File: src/rtl/pm_evt_pkg.sv
package pm_evt_pkg;
  localparam int REG_W   = 16;
  localparam int B_IRQ   = 11;
  localparam int B_EXT   = 10;
  localparam int B_LEG   = 9;
  localparam int B_SEC   = 8;
  localparam int B_GP    = 7;
  localparam int B_PM1   = 6;
  localparam int B_GSMI  = 0;

  typedef struct packed {
    logic [3:0] setSticky;  // 3 irq, 2 ext, 1 legacy, 0 second
    logic       wrStatus;
    logic       wrEnable;
  } ctrlStrb_t;
endpackage

File: src/rtl/pm_evt_edge.sv
module pm_evt_edge #(
  parameter int W      = 4,
  parameter int STAGES = 2
) (
  input  logic         clk,
  input  logic         rstN,
  input  logic [W-1:0] din,
  output logic [W-1:0] rise
);
  logic [W-1:0] stageQ [STAGES];
  logic [W-1:0] prevQ;

  always_ff @(posedge clk or negedge rstN) begin
    if (!rstN) begin
      for (int s = 0; s < STAGES; s++) stageQ[s] <= '0;
      prevQ <= '0;
    end else begin
      stageQ[0] <= din;
      for (int s = 1; s < STAGES; s++) stageQ[s] <= stageQ[s-1];
      prevQ <= stageQ[STAGES-1];
    end
  end

  assign rise = stageQ[STAGES-1] & ~prevQ;
endmodule

File: src/rtl/pm_evt_ctrl.sv
module pm_evt_ctrl
  import pm_evt_pkg::*;
#(
  parameter int           IRQ_W       = 16,
  parameter logic [15:0]  IRQ_MASK    = 16'hFFFA,
  parameter int           SYNC_STAGES = 2,
  parameter int           TICK_PERIOD = 50_000_000
) (
  input  logic             clk,
  input  logic             rstN,
  input  logic [IRQ_W-1:0] irqLines,
  input  logic             extSmiN,
  input  logic             legacyEvt,
  input  logic             wrEn,
  input  logic             regAddr,
  output ctrlStrb_t        strb
);
  localparam int SRC_W = IRQ_W + 2;
  localparam int CNT_W = (TICK_PERIOD > 1) ? $clog2(TICK_PERIOD) : 1;
  localparam logic [CNT_W-1:0] CNT_LAST = CNT_W'(TICK_PERIOD - 1);

  logic [IRQ_W-1:0] irqQual;
  logic [SRC_W-1:0] rise;
  logic [CNT_W-1:0] tickCnt;
  logic             tickNow;

  assign irqQual = irqLines & IRQ_MASK[IRQ_W-1:0];

  pm_evt_edge #(.W(SRC_W), .STAGES(SYNC_STAGES)) u_edge (
    .clk  (clk),
    .rstN (rstN),
    .din  ({irqQual, ~extSmiN, legacyEvt}),
    .rise (rise)
  );

  always_ff @(posedge clk or negedge rstN) begin
    if (!rstN)        tickCnt <= '0;
    else if (tickNow) tickCnt <= '0;
    else              tickCnt <= tickCnt + 1'b1;
  end
  assign tickNow = (tickCnt == CNT_LAST);

  always_comb begin
    strb.setSticky[3] = |rise[SRC_W-1:2];
    strb.setSticky[2] = rise[1];
    strb.setSticky[1] = rise[0];
    strb.setSticky[0] = tickNow;
    strb.wrStatus     = wrEn & ~regAddr;
    strb.wrEnable     = wrEn & regAddr;
  end
endmodule

File: src/rtl/pm_evt_dp.sv
module pm_evt_dp
  import pm_evt_pkg::*;
#(
  parameter int GP_W  = 8,
  parameter int PM1_W = 16
) (
  input  logic             clk,
  input  logic             rstN,
  input  ctrlStrb_t        strb,
  input  logic [REG_W-1:0] wrData,
  input  logic [GP_W-1:0]  gpSummary,
  input  logic [PM1_W-1:0] pm1Summary,
  output logic [REG_W-1:0] statusWord,
  output logic [REG_W-1:0] enableWord,
  output logic             smiReq,
  output logic             smiFlag,
  output logic             s1Wake
);
  logic [3:0]  rsvQ;
  logic [3:0]  stickyQ;
  logic [1:0]  sumQ;      // 1 gp, 0 pm1
  logic [5:0]  enSrcQ;    // enables for bits 11..6
  logic [4:0]  enRsvQ;
  logic        gSmiEnQ;
  logic [3:0]  clrMask;
  logic        smiGate;

  assign clrMask = strb.wrStatus ? wrData[B_IRQ:B_SEC] : 4'b0;

  always_ff @(posedge clk or negedge rstN) begin
    if (!rstN) begin
      rsvQ    <= '0;
      stickyQ <= '0;
      sumQ    <= '0;
    end else begin
      stickyQ <= (stickyQ & ~clrMask) | strb.setSticky;
      sumQ    <= {|gpSummary, |pm1Summary};
      if (strb.wrStatus) rsvQ <= wrData[REG_W-1:12];
    end
  end

  always_ff @(posedge clk or negedge rstN) begin
    if (!rstN) begin
      enSrcQ  <= '0;
      enRsvQ  <= '0;
      gSmiEnQ <= 1'b0;
    end else if (strb.wrEnable) begin
      enSrcQ  <= wrData[B_IRQ:B_PM1];
      enRsvQ  <= wrData[5:1];
      gSmiEnQ <= wrData[B_GSMI];
    end
  end

  assign statusWord = {rsvQ, stickyQ, sumQ, 6'b0};
  assign enableWord = {4'b0, enSrcQ, enRsvQ, gSmiEnQ};

  assign smiGate = gSmiEnQ & (|({stickyQ[2:0], sumQ} & enSrcQ[4:0]));

  always_ff @(posedge clk or negedge rstN) begin
    if (!rstN) begin
      smiReq  <= 1'b0;
      smiFlag <= 1'b0;
      s1Wake  <= 1'b0;
    end else begin
      smiReq  <= smiGate;
      smiFlag <= smiGate & ~smiReq;
      s1Wake  <= stickyQ[3] & enSrcQ[5];
    end
  end
endmodule

File: src/rtl/pm_evt_hub.sv
module pm_evt_hub
  import pm_evt_pkg::*;
#(
  parameter int          IRQ_W       = 16,
  parameter logic [15:0] IRQ_MASK    = 16'hFFFA,
  parameter int          GP_W        = 8,
  parameter int          PM1_W       = 16,
  parameter int          SYNC_STAGES = 2,
  parameter int          TICK_PERIOD = 50_000_000
) (
  input  logic             clk,
  input  logic             rsmRstN,
  input  logic [IRQ_W-1:0] irqLines,
  input  logic             extSmiN,
  input  logic             legacyEvt,
  input  logic [GP_W-1:0]  gpSummary,
  input  logic [PM1_W-1:0] pm1Summary,
  input  logic             wrEn,
  input  logic             regAddr,
  input  logic [15:0]      wrData,
  output logic [15:0]      rdData,
  output logic             smiReq,
  output logic             smiFlag,
  output logic             s1Wake
);
  ctrlStrb_t        strb;
  logic [REG_W-1:0] statusWord;
  logic [REG_W-1:0] enableWord;

  pm_evt_ctrl #(
    .IRQ_W(IRQ_W), .IRQ_MASK(IRQ_MASK),
    .SYNC_STAGES(SYNC_STAGES), .TICK_PERIOD(TICK_PERIOD)
  ) u_ctrl (
    .clk       (clk),
    .rstN      (rsmRstN),
    .irqLines  (irqLines),
    .extSmiN   (extSmiN),
    .legacyEvt (legacyEvt),
    .wrEn      (wrEn),
    .regAddr   (regAddr),
    .strb      (strb)
  );

  pm_evt_dp #(.GP_W(GP_W), .PM1_W(PM1_W)) u_dp (
    .clk        (clk),
    .rstN       (rsmRstN),
    .strb       (strb),
    .wrData     (wrData),
    .gpSummary  (gpSummary),
    .pm1Summary (pm1Summary),
    .statusWord (statusWord),
    .enableWord (enableWord),
    .smiReq     (smiReq),
    .smiFlag    (smiFlag),
    .s1Wake     (s1Wake)
  );

  assign rdData = regAddr ? enableWord : statusWord;
endmodule

File: config.mk
export PLATFORM = sky130hd
export DESIGN_NAME = pm_evt_hub
export DESIGN_NICKNAME = d
export VERILOG_FILES = /design/src/rtl/pm_evt_pkg.sv /design/src/rtl/pm_evt_edge.sv /design/src/rtl/pm_evt_ctrl.sv /design/src/rtl/pm_evt_dp.sv /design/src/rtl/pm_evt_hub.sv
export SDC_FILE = /design/constraint.sdc
export NUM_CORES = 1
export LEC_CHECK = 0
export ABC_AREA = 1
export BUFFER_PORTS_ARGS = -buffer_cell sky130_fd_sc_hd__buf_2
export CORE_ASPECT_RATIO = 1.2
export CORE_MARGIN = 8
export CORE_UTILIZATION = 40
export DETAILED_ROUTE_END_ITERATION = 8
export HOLD_SLACK_MARGIN = 0.05
export SETUP_SLACK_MARGIN = 0.2
export SYNTH_ARGS = -nofsm -noshare
export SYNTH_HDL_FRONTEND = slang
export SYNTH_SLANG_ARGS = --single-unit
File: constraint.sdc
create_clock -name clk -period 1.6 [get_ports clk]
set_input_delay 0.16 -clock clk [delete_from_list [all_inputs] [get_ports clk]]
set_output_delay 0.16 -clock clk [all_outputs]
set_load 0.005 [all_outputs]
### After elaboration in Yosys (flattened, before gate mapping)

Index checks and enable logic that the tools add are counted.

| storage, ports and cells | value |
|---|---|
| register bits after elaboration | 99 |
| bits in latches | 0 |
| RAM bits | 0 |
| ROM bits | 0 |
| input bits | 62 |
| output and inout port bits | 19 |
| word-level logic and storage cells | 36 |
| memories kept | 0 |

| operators by class | value |
|---|---|
| $add $sub $neg | 1 |
| multiply operators | 0 |
| div/mod/pow operators | 0 |
| order comparisons | 0 |
| equality and inequality tests | 1 |
| shift operators | 0 |
| mux-type cells | 3 |
| bitwise gates (word level) | 14 |
| reduce and logical (&&, ||, !) cells | 4 |

Operator list:

| operator | number |
|---|---|
| 16-bit OR reduction | 2 |
| 26-bit by 1-bit adder with 26-bit output (second input constant) | 1 |
| 26-bit equality test (second input constant) | 1 |
| 26-bit 2-to-1 mux | 1 |
| 18-bit AND | 1 |
| 18-bit NOT | 1 |
| 16-bit 2-to-1 mux | 1 |
| 8-bit OR reduction | 1 |
| 1-bit AND | 5 |
| 5-bit AND | 1 |
| 5-bit OR reduction | 1 |
| 4-bit AND | 1 |
| 4-bit 2-to-1 mux | 1 |
| 4-bit NOT | 1 |
| 4-bit OR | 1 |
| 1-bit NOT | 3 |

### Depth between registers and ports, before layout

Gate-level depths: netlist of run 1.

| depth | value |
|---|---|
| word-level depth | 6 |
| gate-level depth with buffers | 9 |
| mapped depth without buffers | 9 |

### Modules after synthesis

Synthesis of run 1 repeated with hierarchy kept, for this count alone.

| second synthesis, totals | value |
|---|---|
| cell total of the unflattened synthesis | 470 |
| area total of the unflattened synthesis | 4573.1 um^2 |

By module, submodules not included:

| module | times used | cells an instance | area an instance (um^2) | sequential area each (um^2) |
|---|---|---|---|---|
| pm_evt_ctrl | 1 | 231 | 1685.4 | 650.6 |
| pm_evt_edge | 1 | 90 | 1531.5 | 1351.3 |
| pm_evt_dp | 1 | 97 | 1112.3 | 625.6 |
| pm_evt_hub | 1 | 52 | 244.0 | 0.0 |

### Worst setup path before layout of run 1

Ideal clock, no wire load.

| path | value |
|---|---|
| path kind | register -> register |
| from | reg u_ctrl.tickCnt[0] |
| to | reg u_ctrl.tickCnt[20] |
| library setup time | 0.119 ns |
| arrival | 1.217 ns |
| data required time | 1.481 ns |
| slack | 0.264 ns |
| cell stages (with the launch flop) | 10 |
| period minus slack after synthesis | 1.336 ns |
| cell sequence | dfrtp_1 -> ha_1 -> nand2_1 -> nor2_4 -> nand3_2 -> nor2_1 -> nand2_1 -> buf_6 -> nand2_1 -> nor2_1 |

| on the way | value |
|---|---|
| longest elaborated chain between the ends | 2 |

Ends and longest elaborated chain:

| what | line | RTL |
|---|---|---|
| from (decl) | pm_evt_ctrl.sv:24 | `logic [CNT_W-1:0] tickCnt;` |
| from (signal assigned) | pm_evt_ctrl.sv:39 | `else tickCnt <= tickCnt + 1'b1;` |
| 26-bit by 1-bit adder with 26-bit output or 26-bit equality test (tied branches) | pm_evt_ctrl.sv:39, pm_evt_ctrl.sv:41 |  |
| 26-bit 2-to-1 mux (*) | pm_evt_ctrl.sv:38 | `else if (tickNow) tickCnt <= '0;` |

Every way passes the cells marked *; elsewhere a longest branch is shown, timed or not.
A chain may end at the register's enable or synchronous reset.

### Final worst setup path of run 1

Ends and elaborated chain as after synthesis.

==> results of run 1 <==
final cells by class:
| cell class | instances | area (um2) |
|---|---|---|
| fillers | 845 | 4149 |
| flip-flops and latches | 99 | 2479 |
| repair buffers | 131 | 919.6 |
| well taps | 123 | 153.9 |
| multi-input cells | 244 | 1276 |
| clock inverters | 5 | 85.08 |
| inverters | 60 | 227.7 |
| clock buffers | 9 | 225.2 |
worst max-delay path, cell delays in order, from the launching register on:
cell and delay [ps]:
dfrtp_1 350, ha_2 190, nand2_2 70, nor2_4 120
buf_6 130, nand2_4 60, nor2_4 200, nand3_2 70
nand2_1 70, nor2_1 40
placed cells by master (no fill, tap or decap):
cell / synthesis / routed
nor2_1: 61 / 51
buf_6: 1 / 3
buf_4: 1 / 12
nand4_1: 3 / 3
nor2_2: 3 / 11
nor2_4: 4 / 6
and2_1: 2 / 2
o21ai_0: 13 / 13
xor2_1: 10 / 10
nand3_2: 1 / 3
xnor2_1: 2 / 2
bufinv_16: 0 / 2
a21oi_1: 10 / 10
buf_2: 2 / 77
clkbuf_16: 0 / 9
inv_6: 0 / 2
nand2_1: 99 / 86
dfrtp_1: 99 / 98
nand3_1: 13 / 11
o22ai_1: 4 / 4
mux2_2: 8 / 8
inv_1: 60 / 59
clkinvlp_4: 0 / 1
o21bai_1: 1 / 1
a22o_1: 1 / 1
nand2_4: 0 / 2
dlygate4sd3_1: 0 / 37
nand3b_1: 1 / 1
nor4_1: 6 / 6
ha_2: 0 / 1
inv_4: 0 / 1
nand2_2: 1 / 12
buf_12: 0 / 2
dfrtp_2: 0 / 1
power by group:
group	internal [mW]	total (mW)	leakage (nW)	switching, mW
Combinational	0.234	0.433	1.36	0.200
Clock	1.36	2.26	0.148	0.896
Sequential	2.64	2.69	1.19	0.0574
registers in the layout, summed over array words and instances (netlist names), 2 cells and up:
signal	cells
u_ctrl.u_edge.prevQ	16
u_dp.enRsvQ	5
u_dp.stickyQ	4
u_ctrl.u_edge.stageQ	32
u_dp.sumQ	2
u_ctrl.tickCnt	26
u_dp.rsvQ	4
u_dp.enSrcQ	6
stage by stage:
| stage | setup WS [ps] | utilization [%] |
|---|---|---|
| finish | 178.6 | 56.40 |
| global route | 62.11 | 56.40 |
| CTS | 200.7 | 54.95 |
| detailed placement | 89.25 | 47.51 |
| global placement | 136.4 | 47.51 |
| floorplan | 264.4 | - |
layer usage:
layer  track usage [%]  wire, um  up-vias
met5                 0         0        -
met4             5.726       111        0
met3             3.727       453        7
met2             22.71      4370       64
met1             15.42      3583     1413
li1                  -         -     1525
cell families after synthesis:
logic type | count (synthesis) | share of synthesized area (%)
compound gates | 29 | 3.989
xor+xnor | 12 | 2.680
fa+ha+maj | 1 | 0.3190
buf+inv | 65 | 6.573
flops | 99 | 63.18
mux | 8 | 2.297
simple gates | 194 | 20.96
path summary, 6_finish.rpt:
kind	to	slack (ps)	cells past startpoint
min in group asynchronous	u_ctrl.u_edge.stageQ[5]$_DFF_PN0_	280	2
max	u_ctrl.tickCnt[20]$_DFF_PN0_	180	9
max in group asynchronous	u_ctrl.tickCnt[20]$_DFF_PN0_	770	3
max reg2reg	u_ctrl.tickCnt[20]$_DFF_PN0_	180	9
min reg2reg	u_ctrl.u_edge.stageQ[11]$_DFF_PN0_	350	0
min	u_dp.sumQ[0]$_DFF_PN0_	60	3
what timing repair did:
item,4_1_cts,5_1_grt
setup endpoints to repair,19,22
pin swaps,4,13
hold buffers,35,3
resized for setup,8,28
endpoints found under the hold margin,52,1
buffers inserted,3,5
==> summary.txt, run 1 <==
Largest net degree at the start of global routing -> 43
TritonCTS buffer count -> 9
Synth Flop Type -> dfrtp_1
CTS tree -> yes
Port bufs -> 78
Post-Syn Instances -> 408
Non-filler cells, final -> 671
Initial antenna violation count -> 0
Unrepaired setup endpoints after global routing -> yes
Final TNS setup -> 0 ps
Final hold vios -> 0
Die width -> 106.4 um
Post-synthesis sequential area ratio -> 63.18%
# diodes -> 0
Final min period -> 1421 ps
DRC -> 0
Peak VDD IR -> 0.5463 mV
Setup crit start -> u_ctrl.tickCnt[0]$_DFF_PN0_
Post-synth ARST share -> 100.0%
Clock Tree Buf Depth -> 2
Fin Hold WS -> 63.78 ps
Vias in the first global route -> 3102
Post-Syn Nets -> 471
Placed cells -> 612
Final net count -> 608
CP max FO -> 5
Post-synth EDFFs -> 0
Avg Cell Area, Syn -> 9.611 um2
Leak pwr -> 2.698 nW
Ranking of synthesized cells by area -> dfrtp_1 63%, nand2_1 9.5%, nor2_1 5.8%, inv_1 5.7%, mux2_2 2.3%
Status -> complete, no violations
Io pins -> 81
Cell taking the most area after synthesis -> dfrtp_1
CTS sink count -> 99
Synth Register Bits -> 99
CP Capture Type -> flop
Pwr Total -> 5.387 mW
Drt via density -> 4.484
Setup violators final -> 0
Starting density of the core -> 41.21%
Post-synth top area share -> 63.18%
Clock transition at path regs -> 60 ps
Clock latency at the later pin of the worst-skew pair -> 340 ps
Ys Warns -> 0
Layout cell share with drive strength beyond 1 -> 27.92%
DR vias -> 3009
Highest clock rate -> 0.7035 GHz
Htree depth -> 3
Worst R2R Start -> u_ctrl.tickCnt[0]$_DFF_PN0_
GPL Wtd Cong -> 0.8551
Distinct cells, synth -> 26
Slew margin rel. -> 75.22%
Overall Global Routing Usage -> 13.42%
DRT iter0 DRCs -> 120
Design area -> 5366 um2
GR Overflow Total -> 0
WP data arrival -> 1650 ps
CTS root buffer -> clkbuf_16
Worst Path Required -> 1830 ps
Worst Clk Skew -> 4.693 ps
Slew Viols, Final -> 0
Die Span Y -> 124.5 um
Synth cell count leaders -> 99 x dfrtp_1, 99 x nand2_1, 61 x nor2_1
Cell Area, Placed -> 4521 um2
Detailed Place HPWL -> 5807 um
Final period utilization -> 88.84%
Slew @ Worst Pin -> 371.6 ps
Routed WL -> 8518 um
Floorplan Core Area -> 9515 um2
CP Class -> flop to flop
P per Cell Area -> 1004 nW/um2
Max_cap viols -> 0
Area Overhead vs Synth -> 36.85%
Iteration count of the initial detailed-routing pass -> 4
CP Launch Type -> flop
Drt wl/cell -> 12.69 um
Worst hold path startpoint -> pm1Summary[10]
Remaining antenna violation count -> 0
Post-Synthesis Cell Area -> 3921 um2
Hold WC Path Type -> input port to flop
Placement Rows -> 39
First-pass GRT wire length -> 14430 um
Die ar. -> 13240 um2
(Power assumes the default switching activity.)
==> run 2, diff against run 1 <==
--- a/config.mk
+++ b/config.mk
@@ -15,4 +15,5 @@
 export SETUP_SLACK_MARGIN = 0.2
 export SYNTH_ARGS = -nofsm -noshare
 export SYNTH_HDL_FRONTEND = slang
+export SYNTH_HIERARCHICAL = 1
 export SYNTH_SLANG_ARGS = --single-unit
==> run 2 against run 1 <==
  * Sequential share of layout area fell by 2.2 points
  * Die area up 14%
  * Final cell count is 14% higher
  * Clock power decreased by 3%
  * Synthesized area rose by 17%
  * Synthesized cell count is 15% higher
  * Sequential cell count increased by 6
  * Worst hold slack worse by 6.9 ps
  * First-iteration DRC count is 28% higher
  * Register-to-register slack gained 70 ps
  * Via count increased by 12%
  * Worst setup slack gained 70 ps
  * Critical path type unchanged
  * Largest power group unchanged
==> summary.txt, run 2 <==
Final net count -> 668
Drt wl/cell -> 12.31 um
Cells on Worst Hold Path -> 2
Slew margin rel. -> 66.26%
Post-synthesis sequential area ratio -> 57.46%
Synth Register Bits -> 105
CTS sink count -> 105
Die width -> 113.6 um
Critical Path Max Stage Delay -> 400 ps
Worst R2R Start -> u_ctrl/tickCnt[0]$_DFF_PN0_
Clock network fraction of total power -> 39.3%
Clock Tree Buf Depth -> 2
Initial antenna violation count -> 0
Max_cap viols -> 0
Pre-CTS setup slack -> 93.92 ps
WP data arrival -> 1590 ps
Worst Clk Skew -> 6.360 ps
R2R Setup Slk -> 250 ps
Commonest non-fill, non-tap cell in the layout -> nand2_1
Non-filler cells, final -> 766
Final period utilization -> 84.48%
Htree depth -> 3
Slew Viols, Final -> 0
CP Launch Type -> flop
# diodes -> 0
Detailed Place HPWL -> 6621 um
First-pass GRT wire length -> 15680 um
Post-synth EDFFs -> 0
Hold WC Path Type -> input port to flop
Starting density of the core -> 40.28%
GR Overflow Total -> 0
DRT iter0 DRCs -> 154
Highest clock rate -> 0.7398 GHz
CP Capture Point -> u_ctrl/tickCnt[20]$_DFF_PN0_
Port bufs -> 78
Placed cells -> 705
Post-Syn Instances -> 470
Synth cell count leaders -> 115 x nand2_1, 105 x dfrtp_1, 59 x nor2_1
CP max FO -> 6
Cell taking the most area after synthesis -> dfrtp_1
P_int -> 4.231 mW
Setup crit start -> u_ctrl/tickCnt[0]$_DFF_PN0_
Distinct cells, synth -> 36
GPL Wtd Cong -> 0.8509
Clock transition at path regs -> 80 ps
Avg Cell Area, Syn -> 9.730 um2
Top reg by flops -> u_ctrl/u_edge/stageQ
Ranking of synthesized cells by area -> dfrtp_1 57%, nand2_1 9.4%, nor2_2 4.9%, nor2_1 4.8%, inv_1 3.5%
Switching fraction of total power -> 24.06%
Final WS setup -> 248.3 ps
Drt via density -> 4.409
Peak VDD IR -> 0.5517 mV
Reg2Reg Depth -> 8
Clock latency at the later pin of the worst-skew pair -> 350 ps
Ys Warns -> 6
Sequential power share -> 51.5%
P per Cell Area -> 927.4 nW/um2
DRC -> 0
CP Class -> flop to flop
Die Span Y -> 133.1 um
Final min period -> 1352 ps
CP Capture Type -> flop
Layout cell share with drive strength beyond 1 -> 35.47%
Routed WL -> 9429 um
Die ar. -> 15120 um2
Most common cell in the netlist -> nand2_1
Unrepaired setup endpoints after global routing -> yes
Post-Synthesis Cell Area -> 4573 um2
Number of flip-flops under the largest register name -> 36
Largest net degree at the start of global routing -> 100
Vias in the first global route -> 3369
Synth Flop Type -> dfrtp_1
Logic pwr share -> 9.2%
Iteration count of the initial detailed-routing pass -> 4
Final hold vios -> 0
Cell breakdown of the critical path -> ha_4, nand3_4, inv_2, nand2_1, nor2_4, nand3_4, nand2_1, nor2_1
Final TNS setup -> 0 ps
Leak pwr -> 2.938 nW
Placement Rows -> 43
Post-synth top area share -> 57.46%
Sw Pwr -> 1.341 mW
Floorplan Core Area -> 11350 um2
Crit Reg-Reg Endpoint -> u_ctrl/tickCnt[20]$_DFF_PN0_
Area Overhead vs Synth -> 31.38%
CTS root buffer -> clkbuf_16
Post-synth ARST share -> 100.0%
Remaining antenna violation count -> 0
TritonCTS buffer count -> 9
Io pins -> 81
Slew @ Worst Pin -> 506.2 ps
Setup violators final -> 0
DR vias -> 3377
CTS tree -> yes
Most frequent cells in the layout -> 109 x nand2_1, 95 x dfrtp_1, 77 x buf_2
Biggest regs -> u_ctrl/u_edge/stageQ x36, u_ctrl/tickCnt x26, u_ctrl/u_edge/prevQ x18
Worst Path Required -> 1840 ps
Slowest CP cell -> dfrtp_1
Status -> complete, no violations
Overall Global Routing Usage -> 12.89%
run 2: worst min path at each step:
stage                     startpoint                            endpoint
after floorplan              rsmRstN         u_ctrl/tickCnt[0]$_DFF_PN0_
after global placement       rsmRstN  u_ctrl/u_edge/stageQ[29]$_DFF_PN0_
after detailed placement     rsmRstN  u_ctrl/u_edge/stageQ[11]$_DFF_PN0_
after CTS                  wrData[7]          u_dp/enSrcQ[1]$_DFFE_PN0P_
after global routing      wrData[12]            u_dp/rsvQ[0]$_DFFE_PN0P_
final                      wrData[7]          u_dp/enSrcQ[1]$_DFFE_PN0P_
run 2: area by class of cell:
type	count	area, um2
Inverter	48	185.2
Clock buffer	10	239.0
Clock inverter	6	70.07
Fill cell	1006	5344
Multi-Input combinational cell	309	1772
Sequential cell	105	2640
Tap cell	157	196.4
Timing Repair Buffer	131	905.9
run 2: metal layers:
layer | vias to the layer above | global-route usage (%) | wire (um)
met1 | 1555 | 15.10 | 3998
met4 | 0 | 5.564 | 221
met3 | 25 | 4.165 | 636
met5 | - | 0 | 0
met2 | 109 | 21.15 | 4574
li1 | 1688 | - | -
run 2: worst max-delay path, delay by kind of cell, from the launching register on:
| kind | cells | cell delay [ps] |
|---|---|---|
| flops | 1 | 400 |
| buf+inv | 1 | 80 |
| fa+ha+maj | 1 | 170 |
| simple gates | 6 | 600 |
run 2: metrics by stage:
stage	hold WS [ps]	total power, mW	cell area (um2)	util (%)
4_1_cts	51.03	5.667	5819	51.26
3_5_place_dp	-17.66	3.376	5127	45.17
6_report	56.89	5.572	6008	52.93
3_3_place_gp	-18.49	3.358	5127	45.17
2_1_floorplan	-135.6	3.159	4613	-
5_1_grt	51.47	5.839	6008	52.93
run 2: logic make-up (layout without fill, tap and decap cells):
| kind of cell | after synthesis | count (layout) | share of synthesized area [%] |
|---|---|---|---|
| XOR/XNOR | 14 | 14 | 2.681 |
| other | 2 | 12 | 0.1642 |
| AND/OR/NAND/NOR | 252 | 252 | 25.34 |
| adder cells (fa/ha/maj) | 2 | 2 | 0.5471 |
| flip-flops | 105 | 105 | 57.46 |
| buffers and inverters | 66 | 195 | 7.551 |
| multiplexers | 15 | 15 | 4.350 |
| AO/OA/AOI/OAI | 14 | 14 | 1.915 |
run 2: timing repair:
item	4_1_cts	5_1_grt
hold endpoints to repair	133	0
buffers inserted	1	8
endpoints found under the setup margin	9	23
pin swaps	1	5
hold buffers	36	0
gates resized for setup	3	40
run 2: power groups by stage:
stage	Sequential [mW]	Clock, mW	Combinational, mW
2_1_floorplan	2.91	0	0.251
3_3_place_gp	2.92	0	0.443
3_5_place_dp	2.92	0	0.453
4_1_cts	2.87	2.28	0.521
5_1_grt	2.89	2.37	0.578
6_report	2.87	2.19	0.513
==> run 3, diff against run 2 <==
==> constraint.sdc (replaced) <==
create_clock -name clk -period 1.15 [get_ports clk]
set_input_delay 0.115 -clock clk [delete_from_list [all_inputs] [get_ports clk]]
set_output_delay 0.115 -clock clk [all_outputs]
set_load 0.005 [all_outputs]
==> run 3 against run 2 <==
  * The run now ends with negative setup slack left
  * Sequential share of layout area decreased by 6.2 points
  * Largest power group unchanged
  * Combinational power rose by 100%
  * Worst hold slack improved by 11 ps
  * Fmax decreased by 1.6%
  * Routed wire length is 22% higher
  * Register-to-register slack lost 470 ps
  * Clock skew up 1.6 ps
  * Largest cell class unchanged
  * Die area did not move
  * Sequential power is 39% higher
==> summary.txt, run 3 (synthesized netlist as in run 2, its figures left out) <==
P per Cell Area -> 1162 nW/um2
TritonCTS buffer count -> 9
CP max FO -> 12
Peak VDD IR -> 0.7011 mV
Top reg by flops -> u_ctrl/u_edge/stageQ
Final min period -> 1374 ps
Area Overhead vs Synth -> 52.91%
Remaining antenna violation count -> 0
Final period utilization -> 119.5%
CTS sink count -> 105
Starting density of the core -> 40.28%
DRT iter0 DRCs -> 152
CP Capture Type -> flop
Clock Tree Buf Depth -> 2
Buffers & Inverters on Critical Path -> 1
Floorplan Core Area -> 11350 um2
Status -> complete, but fails checks
Largest net degree at the start of global routing -> 26
First-pass GRT wire length -> 19400 um
# diodes -> 0
Initial antenna violation count -> 0
Clock transition at path regs -> 70 ps
Routed WL -> 11490 um
Setup violators final -> 27
Unrepaired setup endpoints after global routing -> yes
Placed cells -> 756
CTS root buffer -> clkbuf_16
Die ar. -> 15120 um2
R2R Setup Slk -> -220 ps
CP Class -> flop to flop
Biggest regs -> u_ctrl/u_edge/stageQ x36, u_ctrl/tickCnt x26, u_ctrl/u_edge/prevQ x18
Max_cap viols -> 0
Htree depth -> 3
Port bufs -> 78
Iteration count of the initial detailed-routing pass -> 4
CP Launch Type -> flop
Slowest CP cell -> dfrtp_1
Die Span Y -> 133.1 um
Failing checks -> negative setup slack
Multi-input logic area -> 1957 um2
WP data arrival -> 1620 ps
CTS tree -> yes
Number of flip-flops under the largest register name -> 36
Placement Rows -> 43
Vias in the first global route -> 4017
GPL Wtd Cong -> 0.8827
Overall Global Routing Usage -> 16.02%
Pwr Total -> 8.123 mW
Die width -> 113.6 um
Final net count -> 759
Final hold vios -> 0
Hold WC Path Type -> input port to flop
Highest clock rate -> 0.7276 GHz
Top delay family on crit path -> simple AND/OR/NAND/NOR gates
Io pins -> 81
Fill count -> 888
Final core occ -> 61.60%
Register Area -> 2636 um2
Critical Path Max Stage Delay -> 420 ps
Detailed Place HPWL -> 7621 um
Commonest non-fill, non-tap cell in the layout -> dfrtp_1
Clock latency at the later pin of the worst-skew pair -> 350 ps
Final WS setup -> -224.3 ps
Slew Viols, Final -> 0
GR Overflow Total -> 0
Pre-CTS setup slack -> -278.9 ps
Cell Area, Placed -> 5562 um2
Worst Clk Skew -> 7.932 ps
Drt via density -> 4.364
DRC -> 0
DR vias -> 3740
Worst Path Required -> 1400 ps
Non-filler cells, final -> 857
Layout cell share with drive strength beyond 1 -> 45.57%
Cell breakdown of the critical path -> nand2_2, nor2_4, nand3_4, nor3_4, buf_12, nor2_1
Most frequent cells in the layout -> 98 x dfrtp_1, 94 x nand2_1, 77 x buf_4
Design area -> 6993 um2
Drt wl/cell -> 13.41 um
Leak pwr -> 3.463 nW
-- run 3: cell types whose count changed in the layout (fill, tap and decap cells not counted), moves of 3 or more --
cell	before	now
nor2_4	7	13
inv_2	3	6
nor2_1	48	44
dlygate4sd3_1	36	51
buf_4	16	77
dfrtp_2	10	7
inv_1	43	39
buf_6	0	14
nand2_2	12	21
nand2_4	1	7
dfrtp_1	95	98
nor4_1	3	0
nand2_1	109	94
-- run 3: cell type report --
cell class / count / share of cell area [%]
Sequential cell: 105 / 37.70
Multi-Input combinational cell: 309 / 27.98
Timing Repair Buffer: 222 / 24.41
Clock buffer: 9 / 3.221
Tap cell: 157 / 2.809
Inverter: 48 / 2.684
Clock inverter: 7 / 1.199
-- run 3: worst reg2reg max path: cells and delay by family (launching register included) --
family	cells	cell delay [ps]
DFF	1	420
and+or+nand+nor	5	670
buffers and inverters	1	180
-- run 3: power by group --
group	total [mW]	leakage, nW	internal (mW)	switching (mW)
combinational	1.04	2.06	0.611	0.431
clock	3.09	0.149	1.56	1.53
sequential	3.99	1.26	3.89	0.0979
-- run 3: path summary, 6_finish.rpt --
check,from,end,cells past startpoint
worst max register to register,u_ctrl/tickCnt[13]$_DFF_PN0_,u_ctrl/tickCnt[13]$_DFF_PN0_,6
worst max-delay path,u_ctrl/tickCnt[13]$_DFF_PN0_,u_ctrl/tickCnt[13]$_DFF_PN0_,6
worst min register to register,u_ctrl/u_edge/stageQ[33]$_DFF_PN0_,u_ctrl/u_edge/stageQ[15]$_DFF_PN0_,0
worst min-delay path,pm1Summary[9],u_dp/sumQ[0]$_DFF_PN0_,5
min in group asynchronous,rsmRstN,u_ctrl/u_edge/stageQ[3]$_DFF_PN0_,2
max in group asynchronous,rsmRstN,u_ctrl/tickCnt[2]$_DFF_PN0_,3
-- run 3: timing repair --
| item | in CTS | in global routing |
|---|---|---|
| endpoints found under the hold margin | 141 | 0 |
| pin swaps | 33 | 26 |
| gates resized for setup | 55 | 39 |
| hold buffers | 51 | 0 |
| setup buffers | 24 | 10 |
| setup endpoints to repair | 48 | 49 |
-- run 3: layer usage --
layer	GRT usage, %	vias up	part of all wire [%]
li1	-	1880	-
met1	18.96	1767	42
met2	27.70	81	52
met3	3.440	12	4.6
met4	6.009	0	1.5
met5	0	-	0
-- run 3: stage by stage --
| step | TNS (ps) | hold WS, ps |
|---|---|---|
| 2_1_floorplan | -3042 | -180.6 |
| 3_3_place_gp | -4039 | 57.76 |
| 3_5_place_dp | -4777 | 58.61 |
| 4_1_cts | -3913 | 54.13 |
| 5_1_grt | -6583 | 75.75 |
| 6_report | -4535 | 68.38 |
